`config.mk`:
```
export PLATFORM = sky130hd
export DESIGN_NAME = pll_pwr_seq
export DESIGN_NICKNAME = d
export VERILOG_FILES = /design/src/rtl/pll_seq_pkg.sv /design/src/rtl/pll_lock_timer.sv /design/src/rtl/pll_seq_ctrl.sv /design/src/rtl/pll_rate_fit.sv /design/src/rtl/pll_pwr_seq.sv
export SDC_FILE = /design/constraint.sdc
export NUM_CORES = 1
export LEC_CHECK = 0
export BUFFER_PORTS_ARGS = -buffer_cell sky130_fd_sc_hd__buf_2
export CAP_MARGIN = 20
export CORE_MARGIN = 5
export CORE_UTILIZATION = 45
export CTS_CLUSTER_SIZE = 25
export DETAILED_ROUTE_END_ITERATION = 6
export HOLD_SLACK_MARGIN = 0.12
export PLACE_DENSITY = 0.64
export SLEW_MARGIN = 20
export SYNTH_ARGS = -nofsm -noshare
export SYNTH_HDL_FRONTEND = slang
export SYNTH_HIERARCHICAL = 1
export SYNTH_SLANG_ARGS = --single-unit
export TNS_END_PERCENT = 5
```
`constraint.sdc`:
```
create_clock -name clk -period 48.6 [get_ports clk]
set_clock_uncertainty 0.15 [all_clocks]
set_input_delay 4.86 -clock clk [delete_from_list [all_inputs] [get_ports clk]]
set_output_delay 4.86 -clock clk [all_outputs]
set_load 0.005 [all_outputs]
```
`src/rtl/pll_seq_pkg.sv`:
```
package pll_seq_pkg;

    typedef enum logic [2:0] {
        ST_IDLE,
        ST_REL,
        ST_LOAD,
        ST_PWR,
        ST_WAIT,
        ST_RUN,
        ST_PDN,
        ST_ARST
    } seq_st_e;

    localparam int BAND_LO_KHZ = 384000;
    localparam int BAND_HI_KHZ = 660000;
    localparam int REF_MAX_KHZ = 40000;
    localparam int MULT_BASE   = 16;

    // Lock-wait length in control-clock cycles, never below one.
    function automatic int timeout_cycles(input int clk_khz, input int tmo_us);
        int c;
        c = (clk_khz * tmo_us) / 1000;
        return (c < 1) ? 1 : c;
    endfunction

endpackage

```
`src/rtl/pll_lock_timer.sv`:
```
module pll_lock_timer #(
    parameter int LIMIT = 1000
) (
    input  logic clk,
    input  logic rst,
    input  logic clr,
    input  logic run,
    output logic expired
);
    localparam int CW = (LIMIT < 2) ? 1 : $clog2(LIMIT + 1);
    localparam logic [CW-1:0] LAST = CW'(LIMIT - 1);

    logic [CW-1:0] cnt;

    always_ff @(posedge clk) begin
        if (rst || clr) begin
            cnt <= '0;
        end else if (run && !expired) begin
            cnt <= cnt + 1'b1;
        end
    end

    assign expired = run && (cnt == LAST);

endmodule

```
`src/rtl/pll_seq_ctrl.sv`:
```
module pll_seq_ctrl
    import pll_seq_pkg::*;
#(
    parameter int CODE_W    = 3,
    parameter bit PU_POL    = 1'b1,
    parameter bit HAS_RESET = 1'b1
) (
    input  logic              clk,
    input  logic              rst,
    input  logic              en_req,
    input  logic              dis_req,
    input  logic [CODE_W-1:0] code_in,
    input  logic              lock,
    input  logic              tmr_exp,
    output logic              tmr_clr,
    output logic              tmr_run,
    output logic              nrst_o,
    output logic              pd_o,
    output logic [CODE_W-1:0] mult_o,
    output logic              busy_o,
    output logic              err_o
);
    localparam logic PD_OFF   = PU_POL;
    localparam logic PD_ON    = ~PU_POL;
    localparam logic NRST_IDLE = HAS_RESET ? 1'b0 : 1'b1;

    seq_st_e           st;
    logic [CODE_W-1:0] code_q;
    logic              can_stop;

    assign can_stop = (st == ST_REL) || (st == ST_LOAD) || (st == ST_PWR) ||
                      (st == ST_WAIT) || (st == ST_RUN);

    always_ff @(posedge clk) begin
        if (rst) begin
            st     <= ST_IDLE;
            nrst_o <= NRST_IDLE;
            pd_o   <= PD_OFF;
            mult_o <= '0;
            code_q <= '0;
            err_o  <= 1'b0;
        end else begin
            case (st)
                ST_IDLE: begin
                    if (en_req) begin
                        st     <= ST_REL;
                        code_q <= code_in;
                        err_o  <= 1'b0;
                    end
                end
                ST_REL: begin
                    nrst_o <= 1'b1;
                    st     <= ST_LOAD;
                end
                ST_LOAD: begin
                    mult_o <= code_q;
                    st     <= ST_PWR;
                end
                ST_PWR: begin
                    pd_o <= PD_ON;
                    st   <= ST_WAIT;
                end
                ST_WAIT: begin
                    if (lock) begin
                        st <= ST_RUN;
                    end else if (tmr_exp) begin
                        err_o <= 1'b1;
                        st    <= ST_RUN;
                    end
                end
                ST_RUN: begin
                    st <= ST_RUN;
                end
                ST_PDN: begin
                    pd_o <= PD_OFF;
                    st   <= ST_ARST;
                end
                ST_ARST: begin
                    nrst_o <= NRST_IDLE;
                    st     <= ST_IDLE;
                end
                default: st <= ST_IDLE;
            endcase
            // A stop request overrides whatever step was due.
            if (dis_req && can_stop) begin
                st <= ST_PDN;
            end
        end
    end

    assign busy_o  = (st != ST_IDLE) && (st != ST_RUN);
    assign tmr_clr = (st == ST_PWR);
    assign tmr_run = (st == ST_WAIT);

endmodule

```
`src/rtl/pll_rate_fit.sv`:
```
module pll_rate_fit
    import pll_seq_pkg::*;
#(
    parameter int CODE_W = 3,
    parameter int KHZ_W  = 20
) (
    input  logic [KHZ_W-1:0]  ref_khz,
    input  logic [KHZ_W-1:0]  tgt_khz,
    output logic [CODE_W-1:0] code,
    output logic              ok
);
    localparam logic [KHZ_W-1:0] LO_K   = KHZ_W'(BAND_LO_KHZ);
    localparam logic [KHZ_W-1:0] HI_K   = KHZ_W'(BAND_HI_KHZ);
    localparam logic [KHZ_W-1:0] RMAX_K = KHZ_W'(REF_MAX_KHZ);
    localparam logic [KHZ_W-1:0] BASE_K = KHZ_W'(MULT_BASE);
    localparam logic [KHZ_W-1:0] CMAX_K = KHZ_W'((1 << CODE_W) - 1);

    logic [KHZ_W-1:0] quot;
    logic [KHZ_W-1:0] fac;
    logic [KHZ_W-1:0] raw;
    logic             ref_good;
    logic             band_good;

    always_comb begin
        quot      = (ref_khz != '0) ? (tgt_khz / ref_khz) : '0;
        fac       = (quot < BASE_K) ? BASE_K : quot;
        raw       = fac - BASE_K;
        ref_good  = (ref_khz != '0) && (ref_khz <= RMAX_K);
        band_good = (tgt_khz >= LO_K) && (tgt_khz <= HI_K);
        ok        = ref_good && band_good && (raw <= CMAX_K);
        code      = ok ? raw[CODE_W-1:0] : '0;
    end

endmodule

```
`src/rtl/pll_pwr_seq.sv`:
```
module pll_pwr_seq
    import pll_seq_pkg::*;
#(
    parameter int CODE_W     = 3,
    parameter int KHZ_W      = 20,
    parameter int CLK_KHZ    = 100000,
    parameter int TIMEOUT_US = 10000,
    parameter bit PU_POL     = 1'b1,
    parameter bit HAS_RESET  = 1'b1
) (
    input  logic              clk,
    input  logic              rst,
    input  logic              en_req,
    input  logic              dis_req,
    input  logic [CODE_W-1:0] mult_code,
    input  logic              pll_lock,
    output logic              pll_nrst,
    output logic              pll_pd,
    output logic [CODE_W-1:0] pll_mult,
    output logic              pwr_on,
    output logic              busy,
    output logic              lock_err,
    input  logic [KHZ_W-1:0]  ref_khz,
    input  logic [KHZ_W-1:0]  tgt_khz,
    output logic [CODE_W-1:0] fit_code,
    output logic              fit_ok
);
    localparam int  TO_CYCLES = timeout_cycles(CLK_KHZ, TIMEOUT_US);
    localparam logic PD_ON    = ~PU_POL;

    logic tmr_clr;
    logic tmr_run;
    logic tmr_exp;

    pll_seq_ctrl #(
        .CODE_W   (CODE_W),
        .PU_POL   (PU_POL),
        .HAS_RESET(HAS_RESET)
    ) u_ctrl (
        .clk     (clk),
        .rst     (rst),
        .en_req  (en_req),
        .dis_req (dis_req),
        .code_in (mult_code),
        .lock    (pll_lock),
        .tmr_exp (tmr_exp),
        .tmr_clr (tmr_clr),
        .tmr_run (tmr_run),
        .nrst_o  (pll_nrst),
        .pd_o    (pll_pd),
        .mult_o  (pll_mult),
        .busy_o  (busy),
        .err_o   (lock_err)
    );

    pll_lock_timer #(
        .LIMIT(TO_CYCLES)
    ) u_timer (
        .clk     (clk),
        .rst     (rst),
        .clr     (tmr_clr),
        .run     (tmr_run),
        .expired (tmr_exp)
    );

    pll_rate_fit #(
        .CODE_W(CODE_W),
        .KHZ_W (KHZ_W)
    ) u_fit (
        .ref_khz (ref_khz),
        .tgt_khz (tgt_khz),
        .code    (fit_code),
        .ok      (fit_ok)
    );

    assign pwr_on = (pll_pd == PD_ON);

endmodule

```
Word-level counts from Yosys, hierarchy flattened
Cells that the tools add are included.

storage, ports and cells
  register bits after elaboration = 32
  bits of input ports = 48
  output and inout port bits = 12
  logic and storage cells = 71

operators by class
  add/sub/neg operators = 2
  div/mod/pow operators = 1
  order comparisons = 5
  equal/unequal tests = 15
  multiplexer cells = 14
  bitwise logic cells = 1
  reductions and logical operators = 25

operator list
  operator                                                          count
  2-to-1 mux 20 bit                                                 2
  one-hot mux 3 bit (8 select lines)                                1
  adder 20 x 1 -> 20 bit, second input constant                     1
  divider 20 x 20 -> 20 bit                                         1
  equality test 20 bit, second input constant                       1
  >= comparator 20 x 19 -> 1 bit, second input constant             1
  less-or-equal comparator 20 x 16 -> 1 bit, second input constant  1
  less-or-equal comparator 20 bit, second input constant            1
  less-or-equal comparator 20 x 3 -> 1 bit, second input constant   1
  < comparator 20 x 5 -> 1 bit, second input constant               1
  nonzero test 20 bit                                               1
  subtractor 20 x 5 -> 20 bit, second input constant                1
  2-to-1 mux 3 bit                                                  5
  equality test 3 bit, second input constant                        4
  logical AND 1 bit                                                 8
  equality test 3 x 2 -> 1 bit, second input constant               2
  != test 2 bit, second input constant                              3
  != test 3 bit, second input constant                              2
  one-hot mux 1 bit (2 select lines)                                3
  AND reduction 2 bit                                               3
  nonzero test 2 bit                                                3
  logical OR 1 bit                                                  5
  != test 4 bit, second input constant                              1
  AND reduction 4 bit                                               1
  8 further kinds                                                   10

Longest topological paths before layout
  depth in word-level cells = 8
  mapped depth = 181
  mapped depth without buffers = 166

By module
The synthesis kept the hierarchy.

modules (own cells, without submodules)
  module          instances  cells an instance  area each (sq um)  sequential area each (sq um)
  pll_rate_fit    1          1609               10990.5            0.0
  pll_lock_timer  1          125                1042.2             400.4
  pll_seq_ctrl    1          61                 578.1              240.2
  pll_pwr_seq     1          1                  3.8                0.0

Worst setup path after synthesis
No wires, ideal clock.

  kind = input to output
  start point = input ref_khz[16]
  end point = output fit_code[0]
  arrival = 40256 ps
  path slack = 3334 ps
  cell stages on the path = 161
  path buffers = 12
  cell sequence = nor4_4 -> and4_1 -> clkbuf_2 -> nand2_1 -> o21ai_0 -> o31ai_1 -> ha_1 -> o21ai_0 -> a21oi_1 -> nand2_1 -> mux2_2 -> ha_1 -> o211ai_1 -> a21oi_1 -> nand2_1 -> mux2_2 -> ha_1 -> or3_1 -> (+125 left out) -> o41ai_1 -> o21ai_0 -> o22ai_1 -> o22a_1 -> clkbuf_1 -> buf_1 -> o21ai_0 -> ha_1 -> a21o_1 -> a21o_1 -> a21oi_1 -> o21ai_0 -> a21o_1 -> a21oi_1 -> o21ai_0 -> a211oi_1 -> or3_1 -> a21oi_1

on the way
  cells in the longest elaborated chain, start to end = 8
  elaborated cells on any way between the ends = 12
  those cells by class = add/sub (1); div (1); order compare (3); mux (3); reduce/logical (4)

RTL lines
  item                                                                     line                                    RTL
  from (decl)                                                              pll_pwr_seq.sv:23                       input logic [KHZ_W-1:0] ref_khz,
  divider 20 x 20 -> 20 bit / nonzero test 20 bit (equally long branches)  pll_rate_fit.sv:25, pll_rate_fit.sv:28
  2-to-1 mux 20 bit                                                        pll_rate_fit.sv:25                      quot = (ref_khz != '0) ? (tgt_khz / ref_khz) : '0;
  < comparator 20 x 5 -> 1 bit                                             pll_rate_fit.sv:26                      fac = (quot < BASE_K) ? BASE_K : quot;
  2-to-1 mux 20 bit                                                        pll_rate_fit.sv:26
  subtractor 20 x 5 -> 20 bit                                              pll_rate_fit.sv:27                      raw = fac - BASE_K;
  less-or-equal comparator 20 x 3 -> 1 bit                                 pll_rate_fit.sv:30                      ok = ref_good && band_good && (raw <= CMAX_K);
  logical AND 1 bit                                                        pll_rate_fit.sv:30
  2-to-1 mux 3 bit *                                                       pll_rate_fit.sv:31                      code = ok ? raw[CODE_W-1:0] : '0;
  to (decl)                                                                pll_pwr_seq.sv:25                       output logic [CODE_W-1:0] fit_code,

Every way passes the cells marked *; elsewhere a longest branch is shown, timed or not.

Final worst setup path
Same ends and word-level chain as after synthesis.

==> flow_summary.yaml <==
power_and_ir_drop:
  power_density_mw_per_mm2: 17.8
  ir_worst_vdd_mv: 0.0208
  p_leak_nw: 6.17
cells_and_area:
  num-fill-cells: 2822
  final_core_util_pct: 50.3
  nNetsFinal: 2116
  drive_above_1_share_pct: 12.9
  design_area_mm2: 0.0139
  synthToLayoutAreaGrowth_pct: 10.4
  num_antenna_cells: 0
  final-seq-area_um2: 641
  multi_input_area_mm2: 0.0117
critical_path:
  start_kind: "input port"
  crit_family: "compound AO/OA/AOI/OAI gates"
  crit_type: "in2out"
  crit_buf_inv: 9
  path_common_cell: "a21oi_1"
  crit_slowest_cell: "or4b_2"
  reg2reg_setup_slack_ns: 45.71
  crit_required_ns: 43.59
  reg2regPathDepth: 6
  critical_path_arrival_ns: 41.62
  timing.rr.end: "u_timer/cnt[18]"
  critical_path.max_fanout: 16
  r2r_start: "u_ctrl/st[2]"
  path_depth: 157
  cp_slowest_stage_delay_ns: 0.65
  worst_setup_path_end_kind: "output pin"
clock_network:
  clkSinkCount: 32
  clockBufferDepth: 2
  cts_hold_buf: 0
  cts.clk_slew.worst_paths_ns: 0.05
  clock_latency_ns: 0.27
  cts_tree: "done"
  clockRootBuffer: "clkbuf_16"
  htreeDepth: 2
  cts_made_buffers: 5
timing:
  hold_viol: 0
  tightest_slew_ns: 0.889
  fmaxAchievable_mhz: 21.4
  period_needed_ns: 46.63
  final_max_slew_viol_count: 0
  min_period_over_period_pct: 95.9
  setup_viol: 0
  hold_ws_ns: 0.326
  slew-limit-headroom_pct: 40.7
place:
  gp_congestion: 1.01
  place_hpwl_mm: 35.4
  place_area_mm2: 0.0135
  io_buffers: 59
synthesis:
  yosysTopAreaCell: "ha_1"
  synthesis.instances: 1796
  synth_top_area_share_pct: 21.1
  syn-cell-area_mm2: 0.0126
  ys_seq_area_share_pct: 5.08
  synth.net_count: 2057
  synth_edf_count: 0
  synth-seq-cells: 32
  ys_types: 91
  synthTopCellsByArea: "ha_1, a21oi_1, nor2_1"
  ys_warn_count: 6
  synth_top_flop_cell: "dfxtp_1"
  syn_area_per_cell_um2: 7.02
  postSynth.asyncResetShare_pct: 0
floorplanning:
  coreArea_mm2: 0.0277
  start_util_pct: 45.5
  die_x_um: 177
  rows: 61
  die_area_mm2: 0.0315
  die_h_um: 177
  ios: 60
min_path:
  worstHoldPathCells: 2
  whs_endpoint: "u_ctrl/nrst_o"
  hold_path.startpoint: "u_ctrl/nrst_o"
  hold_path_class: "reg2reg"
flow_run:
  cap_violations: 0
routing:
  via_count: 14000
  drt_iter0_markers: 1172
  drt-vias-per-instance: 6.29
  wl_per_cell_um: 19.9
  drtAntennaViolNets: 0
  drc: 0
  finalWirelength_mm: 44.4
  drtPass1Iterations: 5
grt:
  grt-ovfl-total: 0
  grt_pass1_wl_mm: 68.8
  grtUsageTotal_pct: 26.9
  grt_pass1_vias: 13200
  antenna_found_initial: 1
  grt_max_degree: 20
run_status:
  status: "finished, final reports clean"
-- worst reg2reg max path, delay by kind of cell, from the launching register on --
kind | cells | cell delay, ns
flops | 1 | 0.65
compound gates | 1 | 0.15
simple gates | 5 | 1.86
-- final cells by class --
class / instances / area share (%)
clock buffers: 7 / 1.10
well taps: 378 / 3.40
flip-flops and latches: 32 / 4.60
inverters: 74 / 1.99
multi-input cells: 1637 / 84.3
repair buffers: 105 / 4.60
-- report_power, final --
| part | switching (W) | internal (W) | total [W] | leakage [nW] |
|---|---|---|---|---|
| clock | 0.0000107 | 0.0000215 | 0.0000321 | 0.0760 |
| combinational | 0.000105 | 0.0000793 | 0.000184 | 5.84 |
| sequential | 0.00000389 | 0.0000283 | 0.0000322 | 0.259 |
| total | 0.000119 | 0.000129 | 0.000248 | 6.17 |
-- state kept, by name (all words and copies together) (netlist names) --
| register | count |
|---|---|
| u_ctrl/code_q | 3 |
| u_timer/cnt | 20 |
| u_ctrl/pd_o | 1 |
| u_ctrl/st | 3 |
| u_ctrl/mult_o | 3 |
| u_ctrl/err_o | 1 |
| u_ctrl/nrst_o | 1 |
-- worst max-delay path by stage --
stage / end / slack [ns] / startpoint
3_5_place_dp: fit_code[0] / -1.13 / ref_khz[9]
5_1_grt: fit_code[0] / -0.23 / ref_khz[16]
6_report: fit_code[0] / 1.97 / ref_khz[16]
4_1_cts: fit_code[0] / 0.009 / ref_khz[9]
2_1_floorplan: fit_code[0] / 3.33 / ref_khz[16]
3_3_place_gp: fit_code[0] / -0.36 / ref_khz[9]
-- cells by family (layout without fill, tap and decap cells) --
family / Yosys count / in the layout / share of synthesized area, %
AO/OA/AOI/OAI: 609 / 609 / 32.2
AND/OR/NAND/NOR: 650 / 650 / 25.5
buffers and inverters: 127 / 186 / 3.91
adder cells (fa/ha/maj): 214 / 214 / 21.2
XOR/XNOR: 115 / 115 / 7.98
flip-flops: 32 / 32 / 5.08
multiplexers: 49 / 49 / 4.14
-- metal layers --
layer	vias up	global-route usage (%)	part of all wire, %
met5	-	0	0.016
met4	2	12.9	5.4
met3	145	3.13	6.1
met2	513	44.8	45
met1	6517	34.5	44
li1	6864	-	-
-- cells in the mapped netlist, types with 53 or more instances --
| master | number |
|---|---|
| ha_1 | 213 |
| o21a_1 | 53 |
| nand3_1 | 56 |
| a21oi_1 | 157 |
| xnor2_1 | 73 |
| nand2_1 | 163 |
| a21o_1 | 56 |
| nor2_1 | 181 |
| nor3_1 | 62 |
| inv_1 | 74 |
| o21ai_0 | 103 |
-- through the flow --
step / std cells / power (W) / worst slack [ns] / setup TNS [ns]
2_1_floorplan: 1796 / 0.000169 / 3.33 / 0
3_3_place_gp: 2222 / 0.000207 / -0.363 / -0.363
3_5_place_dp: 2222 / 0.000209 / -1.13 / -1.13
4_1_cts: 2229 / 0.000243 / 0.00862 / 0
5_1_grt: 2233 / 0.000271 / -0.227 / -0.227
6_report: 2233 / 0.000248 / 1.97 / 0
-- repair_timing --
item | CTS | global route
setup buffers | 0 | 4
setup endpoints to repair | 1 | 2
pin swaps | 0 | 5
endpoints found under the hold margin | 0 | 0
gates resized for setup | 10 | 53
-- layout by cell type (no fill, tap or decap), types with 6 or more instances in the layout --
master | netlist | layout
xor2_1 | 42 | 42
nor3_1 | 62 | 60
nor2_1 | 181 | 181
or3_1 | 30 | 30
o21a_1 | 53 | 52
and3_1 | 13 | 13
xnor2_1 | 73 | 73
inv_1 | 74 | 74
a21oi_2 | 0 | 8
buf_2 | 5 | 59
a211oi_1 | 20 | 19
a21boi_0 | 14 | 13
nand4_1 | 17 | 17
nor4_1 | 7 | 7
a21oi_1 | 157 | 149
nor2b_1 | 16 | 16
nand3_1 | 56 | 56
o21ai_2 | 0 | 6
o211ai_1 | 28 | 28
nor3_2 | 4 | 6
o21ai_0 | 103 | 95
or4_1 | 10 | 10
o22ai_1 | 10 | 9
a211o_1 | 11 | 9
nand2b_1 | 24 | 24
o31ai_1 | 20 | 17
nand2_1 | 163 | 162
a21o_1 | 56 | 55
buf_4 | 2 | 46
a31o_2 | 7 | 6
ha_1 | 213 | 213
mux2i_1 | 24 | 21
o21ai_1 | 10 | 9
and2_1 | 13 | 11
dfxtp_1 | 32 | 32
mux2_2 | 25 | 25
or2_2 | 24 | 23
a31oi_1 | 22 | 22
o21bai_1 | 12 | 12
Power figures use the tool's default switching activity.
